--- src/rtl/thr_pkg.sv ---
package thr_pkg;

    localparam int NUM_THR = 2;
    localparam int PRI_W   = 3;
    localparam int LVL_W   = 2;

    typedef enum logic [2:0] {
        TS_NORMAL = 3'd0,
        TS_DEPRIO = 3'd1,
        TS_STALL  = 3'd2,
        TS_PURGE  = 3'd3,
        TS_HOLD   = 3'd4
    } thr_state_e;

    localparam logic [LVL_W-1:0] LVL_NORMAL  = 2'd0;
    localparam logic [LVL_W-1:0] LVL_DEPRIO  = 2'd1;
    localparam logic [LVL_W-1:0] LVL_STALL   = 2'd2;
    localparam logic [LVL_W-1:0] LVL_FLUSHED = 2'd3;

endpackage

--- src/rtl/thr_cong_detect.sv ---
module thr_cong_detect #(
    parameter int MISS_W = 6,
    parameter int ROB_W  = 7
) (
    input  logic [MISS_W-1:0] l2_miss_i,
    input  logic [MISS_W-1:0] tlb_miss_i,
    input  logic [ROB_W-1:0]  rob_occ_i,
    input  logic [MISS_W:0]   miss_hi_i,
    input  logic [MISS_W:0]   miss_lo_i,
    input  logic [ROB_W-1:0]  rob_hi_i,
    input  logic [ROB_W-1:0]  rob_lo_i,
    output logic              trig_o,
    output logic              clr_o
);

    logic [MISS_W:0] miss_sum;

    always_comb begin
        miss_sum = {1'b0, l2_miss_i} + {1'b0, tlb_miss_i};
        trig_o   = (miss_sum >= miss_hi_i) || (rob_occ_i >= rob_hi_i);
        clr_o    = (miss_sum <  miss_lo_i) && (rob_occ_i <  rob_lo_i);
    end

endmodule

--- src/rtl/thr_level_fsm.sv ---
module thr_level_fsm
    import thr_pkg::*;
#(
    parameter int DWELL_W = 8
) (
    input  logic               clk_i,
    input  logic               rst_ni,
    input  logic               trig_i,
    input  logic               clr_i,
    input  logic [DWELL_W-1:0] dwell_lim_i,
    input  logic [PRI_W-1:0]   pri_i,
    output logic [LVL_W-1:0]   level_o,
    output logic               flush_o,
    output logic               block_o,
    output logic [PRI_W-1:0]   eff_pri_o
);

    localparam logic [DWELL_W-1:0] DW_ONE = {{(DWELL_W-1){1'b0}}, 1'b1};

    thr_state_e         state_q, state_d;
    logic [DWELL_W-1:0] dwell_q, dwell_d;

    // state register
    always_ff @(posedge clk_i or negedge rst_ni) begin
        if (!rst_ni) begin
            state_q <= TS_NORMAL;
            dwell_q <= '0;
        end else begin
            state_q <= state_d;
            dwell_q <= dwell_d;
        end
    end

    // transitions: trigger, escalate, settle, release
    always_comb begin
        state_d = state_q;
        dwell_d = dwell_q;
        unique case (state_q)
            TS_NORMAL: begin
                dwell_d = '0;
                if (trig_i) state_d = TS_DEPRIO;
            end
            TS_DEPRIO, TS_STALL: begin
                if (clr_i) begin
                    state_d = TS_NORMAL;
                    dwell_d = '0;
                end else if (dwell_q >= dwell_lim_i) begin
                    state_d = (state_q == TS_DEPRIO) ? TS_STALL : TS_PURGE;
                    dwell_d = '0;
                end else begin
                    dwell_d = dwell_q + DW_ONE;
                end
            end
            TS_PURGE: begin
                state_d = clr_i ? TS_NORMAL : TS_HOLD;
            end
            TS_HOLD: begin
                if (clr_i) state_d = TS_NORMAL;
            end
            default: begin
                state_d = TS_NORMAL;
                dwell_d = '0;
            end
        endcase
    end

    // outputs
    always_comb begin
        level_o   = LVL_NORMAL;
        flush_o   = 1'b0;
        block_o   = 1'b0;
        eff_pri_o = pri_i;
        unique case (state_q)
            TS_NORMAL: level_o = LVL_NORMAL;
            TS_DEPRIO: begin
                level_o   = LVL_DEPRIO;
                eff_pri_o = '0;
            end
            TS_STALL: begin
                level_o = LVL_STALL;
                block_o = 1'b1;
            end
            TS_PURGE: begin
                level_o = LVL_FLUSHED;
                block_o = 1'b1;
                flush_o = 1'b1;
            end
            TS_HOLD: begin
                level_o = LVL_FLUSHED;
                block_o = 1'b1;
            end
            default: level_o = LVL_NORMAL;
        endcase
    end

    // NORMAL can only advance to DEPRIO, never further
    p_no_skip_r4: assert property (@(posedge clk_i) disable iff (!rst_ni)
        (state_q == TS_NORMAL) |=> (state_q == TS_NORMAL || state_q == TS_DEPRIO));

    // DEPRIO never jumps straight to a flush
    p_deprio_step_r4: assert property (@(posedge clk_i) disable iff (!rst_ni)
        (state_q == TS_DEPRIO) |=> (state_q != TS_PURGE && state_q != TS_HOLD));

    // clearing returns the thread to NORMAL on the next cycle
    p_release_r3: assert property (@(posedge clk_i) disable iff (!rst_ni)
        (clr_i && state_q != TS_NORMAL) |=> (state_q == TS_NORMAL));

    // a flush request follows a stall and never repeats back to back
    p_flush_from_stall_r6: assert property (@(posedge clk_i) disable iff (!rst_ni)
        flush_o |-> ($past(state_q) == TS_STALL));
    p_flush_single_r6: assert property (@(posedge clk_i) disable iff (!rst_ni)
        flush_o |=> !flush_o);

endmodule

--- src/rtl/thr_decode_share.sv ---
module thr_decode_share
    import thr_pkg::*;
(
    input  logic                            clk_i,
    input  logic                            rst_ni,
    input  logic [NUM_THR-1:0][PRI_W-1:0]   eff_pri_i,
    input  logic [NUM_THR-1:0]              block_i,
    output logic [NUM_THR-1:0]              grant_o
);

    localparam int SLOT_W = $clog2((1 << PRI_W) + 1);
    localparam logic [SLOT_W-1:0] S_ONE = {{(SLOT_W-1){1'b0}}, 1'b1};
    localparam logic [SLOT_W-1:0] S_TWO = S_ONE + S_ONE;

    logic [SLOT_W-1:0] cnt_q, cnt_d;
    logic [PRI_W-1:0]  gap;
    logic [SLOT_W-1:0] period;
    logic [SLOT_W-1:0] last_slot;
    logic              fav;
    logic              at_last;
    logic              owner;

    always_ff @(posedge clk_i or negedge rst_ni) begin
        if (!rst_ni) cnt_q <= '0;
        else         cnt_q <= cnt_d;
    end

    always_comb begin
        fav       = (eff_pri_i[1] > eff_pri_i[0]);
        gap       = fav ? (eff_pri_i[1] - eff_pri_i[0]) : (eff_pri_i[0] - eff_pri_i[1]);
        period    = {{(SLOT_W-PRI_W){1'b0}}, gap} + S_TWO;
        last_slot = period - S_ONE;
        at_last   = (cnt_q >= last_slot);
        owner     = at_last ? ~fav : fav;
        cnt_d     = at_last ? '0 : (cnt_q + S_ONE);
        grant_o   = '0;
        if (!block_i[owner])       grant_o[owner]  = 1'b1;
        else if (!block_i[~owner]) grant_o[~owner] = 1'b1;
    end

    // at most one thread decodes, and never a blocked one
    p_one_grant_r8: assert property (@(posedge clk_i) disable iff (!rst_ni)
        $onehot0(grant_o));
    p_blocked_idle_r8: assert property (@(posedge clk_i) disable iff (!rst_ni)
        (grant_o & block_i) == '0);

    // the counter steps by one inside the pattern
    p_cnt_step_r7: assert property (@(posedge clk_i) disable iff (!rst_ni)
        (cnt_q < last_slot) |=> (cnt_q == $past(cnt_q) + S_ONE));

    // at or past the last slot the counter wraps to zero
    p_cnt_wrap_r9: assert property (@(posedge clk_i) disable iff (!rst_ni)
        (cnt_q >= last_slot) |=> (cnt_q == '0));

endmodule

--- src/rtl/thr_throttle_top.sv ---
module thr_throttle_top
    import thr_pkg::*;
#(
    parameter int MISS_W  = 6,
    parameter int ROB_W   = 7,
    parameter int DWELL_W = 8
) (
    input  logic                          clk_i,
    input  logic                          rst_ni,
    input  logic [NUM_THR-1:0][MISS_W-1:0] l2_miss_i,
    input  logic [NUM_THR-1:0][MISS_W-1:0] tlb_miss_i,
    input  logic [NUM_THR-1:0][ROB_W-1:0]  rob_occ_i,
    input  logic [NUM_THR-1:0][PRI_W-1:0]  pri_i,
    input  logic [MISS_W:0]               miss_hi_i,
    input  logic [MISS_W:0]               miss_lo_i,
    input  logic [ROB_W-1:0]              rob_hi_i,
    input  logic [ROB_W-1:0]              rob_lo_i,
    input  logic [DWELL_W-1:0]            dwell_lim_i,
    output logic [NUM_THR-1:0]            grant_o,
    output logic [NUM_THR-1:0]            flush_o,
    output logic [NUM_THR-1:0][LVL_W-1:0] level_o
);

    logic [NUM_THR-1:0]            trig;
    logic [NUM_THR-1:0]            clr;
    logic [NUM_THR-1:0]            block;
    logic [NUM_THR-1:0][PRI_W-1:0] eff_pri;

    for (genvar t = 0; t < NUM_THR; t++) begin : g_thr
        thr_cong_detect #(
            .MISS_W (MISS_W),
            .ROB_W  (ROB_W)
        ) u_detect (
            .l2_miss_i  (l2_miss_i[t]),
            .tlb_miss_i (tlb_miss_i[t]),
            .rob_occ_i  (rob_occ_i[t]),
            .miss_hi_i  (miss_hi_i),
            .miss_lo_i  (miss_lo_i),
            .rob_hi_i   (rob_hi_i),
            .rob_lo_i   (rob_lo_i),
            .trig_o     (trig[t]),
            .clr_o      (clr[t])
        );

        thr_level_fsm #(
            .DWELL_W (DWELL_W)
        ) u_fsm (
            .clk_i       (clk_i),
            .rst_ni      (rst_ni),
            .trig_i      (trig[t]),
            .clr_i       (clr[t]),
            .dwell_lim_i (dwell_lim_i),
            .pri_i       (pri_i[t]),
            .level_o     (level_o[t]),
            .flush_o     (flush_o[t]),
            .block_o     (block[t]),
            .eff_pri_o   (eff_pri[t])
        );
    end

    thr_decode_share u_share (
        .clk_i     (clk_i),
        .rst_ni    (rst_ni),
        .eff_pri_i (eff_pri),
        .block_i   (block),
        .grant_o   (grant_o)
    );

endmodule

--- config.mk ---
export PLATFORM = sky130hd
export DESIGN_NAME = thr_throttle_top
export DESIGN_NICKNAME = d
export VERILOG_FILES = /design/src/rtl/thr_pkg.sv /design/src/rtl/thr_cong_detect.sv /design/src/rtl/thr_level_fsm.sv /design/src/rtl/thr_decode_share.sv /design/src/rtl/thr_throttle_top.sv
export SDC_FILE = /design/constraint.sdc
export NUM_CORES = 1
export LEC_CHECK = 0
export ABC_AREA = 0
export CAP_MARGIN = 20
export CORE_UTILIZATION = 45
export CTS_BUF_LIST = sky130_fd_sc_hd__clkbuf_16
export CTS_CLUSTER_DIAMETER = 60
export DETAILED_ROUTE_END_ITERATION = 6
export PLACE_DENSITY_LB_ADDON = 0.3
export SYNTH_ARGS = -nofsm -noshare
export SYNTH_HDL_FRONTEND = slang
export SYNTH_SLANG_ARGS = --single-unit
--- constraint.sdc ---
create_clock -name clk_i -period 13.1 [get_ports clk_i]
set_input_delay 2.62 -clock clk_i [delete_from_list [all_inputs] [get_ports clk_i]]
set_output_delay 2.62 -clock clk_i [all_outputs]
set_load 0.02 [all_outputs]
==> impl_summary.md <==
Power and ir drop
The design draws 0.631 mW. The maximum ir drop on the vdd rail is 0.0000949 V. The static leakage is roughly 2.5 nW. The power per unit of standard cell area is 129 nW/µm².

Logic synthesis
After synthesis the cells add up to 3830 µm². Yosys instantiated no cell more often than ha_1. A synthesized cell averages just over 8 µm². By area the synthesized netlist is led by ha_1 (30%), dfrtp_1 (17%), inv_1 (7.1%). The post-synthesis sequential element count is 26. Sorting the synthesized cells by how often they occur yields ha_1 (92), inv_1 (72), nand2_1 (33). For this run, the leading register cell type out of synthesis is dfrtp_1. The synthesized design contains 0 enable-type register cells. The share of the synthesized area in the top cell type is between 30% and 40%. The number of warnings issued by yosys is 0. The count of cell types in the netlist is 49. Synthesis produced a netlist whose cell count is 470. The proportion of synthesized chip area in sequential cells is 17.0%. The post-synthesis net count is between 600 and 700. The share of synthesized flip-flops with an asynchronous set or reset is between 90% and 100%. The library cell with the largest summed area after synthesis is ha_1.

Route
The final layout contains routed wiring with a total length of ~9500 µm. The routed wirelength normalized by instance count is about 14 µm. The detail route stage leaves a number of antenna-violating nets equal to 0. The first detailed-routing pass took 4 iterations. The remaining design rule violation count is 0. The first routing iteration left 133 violations.

The number of vias after detailed routing is 3,683. In the routed layout, each cell is associated on average with a via count of 5.56.

Timing
Setup repair after global routing left no endpoint under its margin. The worst setup skew after layout is between 0.004 and 0.005 ns. The clock period could shrink to between 9 and 10 ns. The total count of hold-check failures in the final report was 0. For the pin with the worst max-slew slack, the measured transition is 0.785 ns. Summed over all failing endpoints, the final setup total negative slack is 0 ns. The maximum clock rate is 0.109 GHz.

The count of final max-slew check failures is 0. The worst hold-check slack is 0.498 ns. The final critical path takes up 69.7% of the cycle. In this run the tightest slew margin relative to its limit is 47.4%. The number of setup violations in the final report is 0. Setup slack on the critical path of the routed design comes to slightly below 4 ns.

Worst setup path
The most numerous cell type found on the critical path is ha_1. Traced cell by cell, the critical path runs through clkdlybuf4s50_1 -> and2_1 -> ha_1 -> nor2b_1 -> o21ai_0 -> a32oi_1 -> mux2i_1 -> ha_1 -> inv_1 -> ha_1 -> a21boi_0 -> o21ai_0 -> a21oi_1 -> xor2_1 -> o21a_1 -> clkdlybuf4s50_1. The data required time of the worst path is 10.48 ns. The path type of the worst setup path is input port to primary output. For the worst setup path, the data arrival time is around 6.5 ns.

The total buffers and inverters traversed by the critical path is 3. The worst setup path endpoint is grant_o[1]. The slowest stage of the critical path belongs to the cell clkdlybuf4s50_1. The launch point of the critical path is pri_i[4]. The kind of cell with the highest combined delay along the critical path is compound AO/OA/AOI/OAI gates. In this run the critical register-to-register path is captured at u_share.cnt_q[2].

The setup slack on the worst flop-to-flop path is 9.29 ns. The launching point of the worst reg2reg path is g_thr[1].u_fsm.state_q[0]. The path depth of the worst reg2reg path is 15. The critical path launch point type is an input port.

The number of cells on the critical path is 16. Of all nets on the critical path, the largest fanout is 5. The worst setup path is captured at a primary output.

The highest cell delay on the worst timing path is 0.59 ns.

Placed design
Timing analysis after detailed placement gives a worst setup slack of 4.01 ns. The placed cell count is around 660. After legalization and detailed placement, the total HPWL measured 8260 µm. Summing all placed instances gives a cell area of ~4800 µm². Buffers placed on the I/O ports in this run total 89. The routability-driven placement congestion ratio is 0.871.

Global route
The initial antenna violation count is 0. The first global-routing pass estimated 16,400 µm of wire. Summed over all layers, the global routing overflow is 0. In the global route stage, overall resource usage came out at 22.9%. The pin count of the biggest net entering global routing is 27. The number of global-route vias before repair came to about 3,700.

Min path
The worst hold path belongs to the class register to register.

Clock network
The clock sink count is 26. The hold-fix buffer count after cts is 0. The largest buffer count on any clock path is 2.

The clock root buffer master is clkbuf_16. TritonCTS built the clock tree. After clock tree synthesis, the clock-pin slew on the worst setup and hold paths is 0.07 ns.

The number of gates resized after CTS is 0. CTS built an H-tree with a depth of 1. For the worst-skew pair, the clock arrives at the later sink with an insertion delay of about 0.26 ns.

In this run the post-CTS setup repair buffer count came out at 0. In this run, CTS created clock tree buffers numbering 3.

Floorplan
Row generation in the floorplan step produced 33 rows. The initial core utilization is 46.6%. From bottom edge to top edge, the die measures 94.3 µm. The width of the die is 94.3 µm. The core box area is approximately 8000 µm². The total I/O pin count is 90. The area of the die is 8890 µm².

Cells and area
The antenna diode instance count is 0. For this run, the post-layout net count is 736. Of the cells placed in the final design, the portion with a size suffix greater than 1 is 1.44%. After routing the design area is 4910 µm². At the end of the flow the core is filled with cells to 59.7%. For this run, the number of standard cells in the final layout without fillers is approximately 660. The area growth from synthesis to layout is 28.1%.

Run
The max-cap check violation count is 0.

Run status
The run finished with clean final reports.
## worst min-delay path by stage
stage | start | end | slack, ns | cells after the start
4_1_cts | u_share.cnt_q[0] | u_share.cnt_q[0] | 0.50 | 1
3_5_place_dp | u_share.cnt_q[0] | u_share.cnt_q[0] | 0.49 | 1
6_report | u_share.cnt_q[0] | u_share.cnt_q[0] | 0.50 | 1
3_3_place_gp | u_share.cnt_q[0] | u_share.cnt_q[0] | 0.48 | 1
5_1_grt | u_share.cnt_q[0] | u_share.cnt_q[0] | 0.53 | 1
2_1_floorplan | u_share.cnt_q[0] | u_share.cnt_q[0] | 0.45 | 1
## registers in the layout, indices dropped and copies added (netlist names)
name and flops:
g_thr.u_fsm.state_q 6, g_thr.u_fsm.dwell_q 16, u_share.cnt_q 4
## worst register-to-register path, cell delays in order (launching register included)
cell and delay (ns):
dfrtp_1 0.58, nor2b_1 0.22, nand2_1 0.17, and2_1 0.26, ha_1 0.31, nor2b_1 0.12
o21ai_0 0.08, a32oi_1 0.41, mux2i_1 0.18, ha_1 0.31, inv_1 0.04, ha_1 0.26
a21boi_0 0.17, o21ai_0 0.10, a21oi_1 0.37, nor2_1 0.11
## layout make-up
cell class / instances / area (µm²)
Inverter: 72 / 270
Fill cell: 719 / 3310
Multi-Input combinational cell: 365 / 2880
Timing Repair Buffer: 90 / 898
Clock buffer: 3 / 75.1
Clock inverter: 1 / 3.75
Sequential cell: 26 / 651
Tap cell: 105 / 131
## routing by layer
metal	vias to the layer above	share of wire, %	global-route usage [%]
met1	1714	45	29.0
met3	22	4.4	2.83
met2	95	48	39.4
met5	-	0	0
met4	0	2.7	7.95
li1	1852	-	-
## where the power goes
part           internal, mW  switching (mW)  leakage, nW
Combinational         0.205           0.240         2.06
Sequential           0.0969          0.0214        0.350
Clock                0.0408          0.0273       0.0385
## kinds of logic after synthesis
logic type / share of synthesized area (%)
adders and majority gates: 33.0
buffers and inverters: 7.94
and+or+nand+nor: 17.7
AOI/OAI and AO/OA: 19.9
muxes: 1.05
DFF: 17.0
xor gates and xnor gates: 3.43
## layout by cell type, fill, tap and decap left out, types with 4 or more instances in the layout
cell type        count
ha_1                92
clkdlybuf4s50_1     89
inv_1               72
nand2_1             33
nor2_1              31
a21oi_1             28
dfrtp_1             26
a21o_1              16
nand2b_1            16
nand3_1             16
o21ai_0             14
xnor2_1             11
nand4_1             10
nor3_1              10
o211ai_1             9
a211oi_1             6
nor2b_1              5
and2_1               5
a211o_1              5
o21bai_1             4
mux2i_1              4
xor2_1               4
fa_1                 4
(Power assumes the default switching activity.)
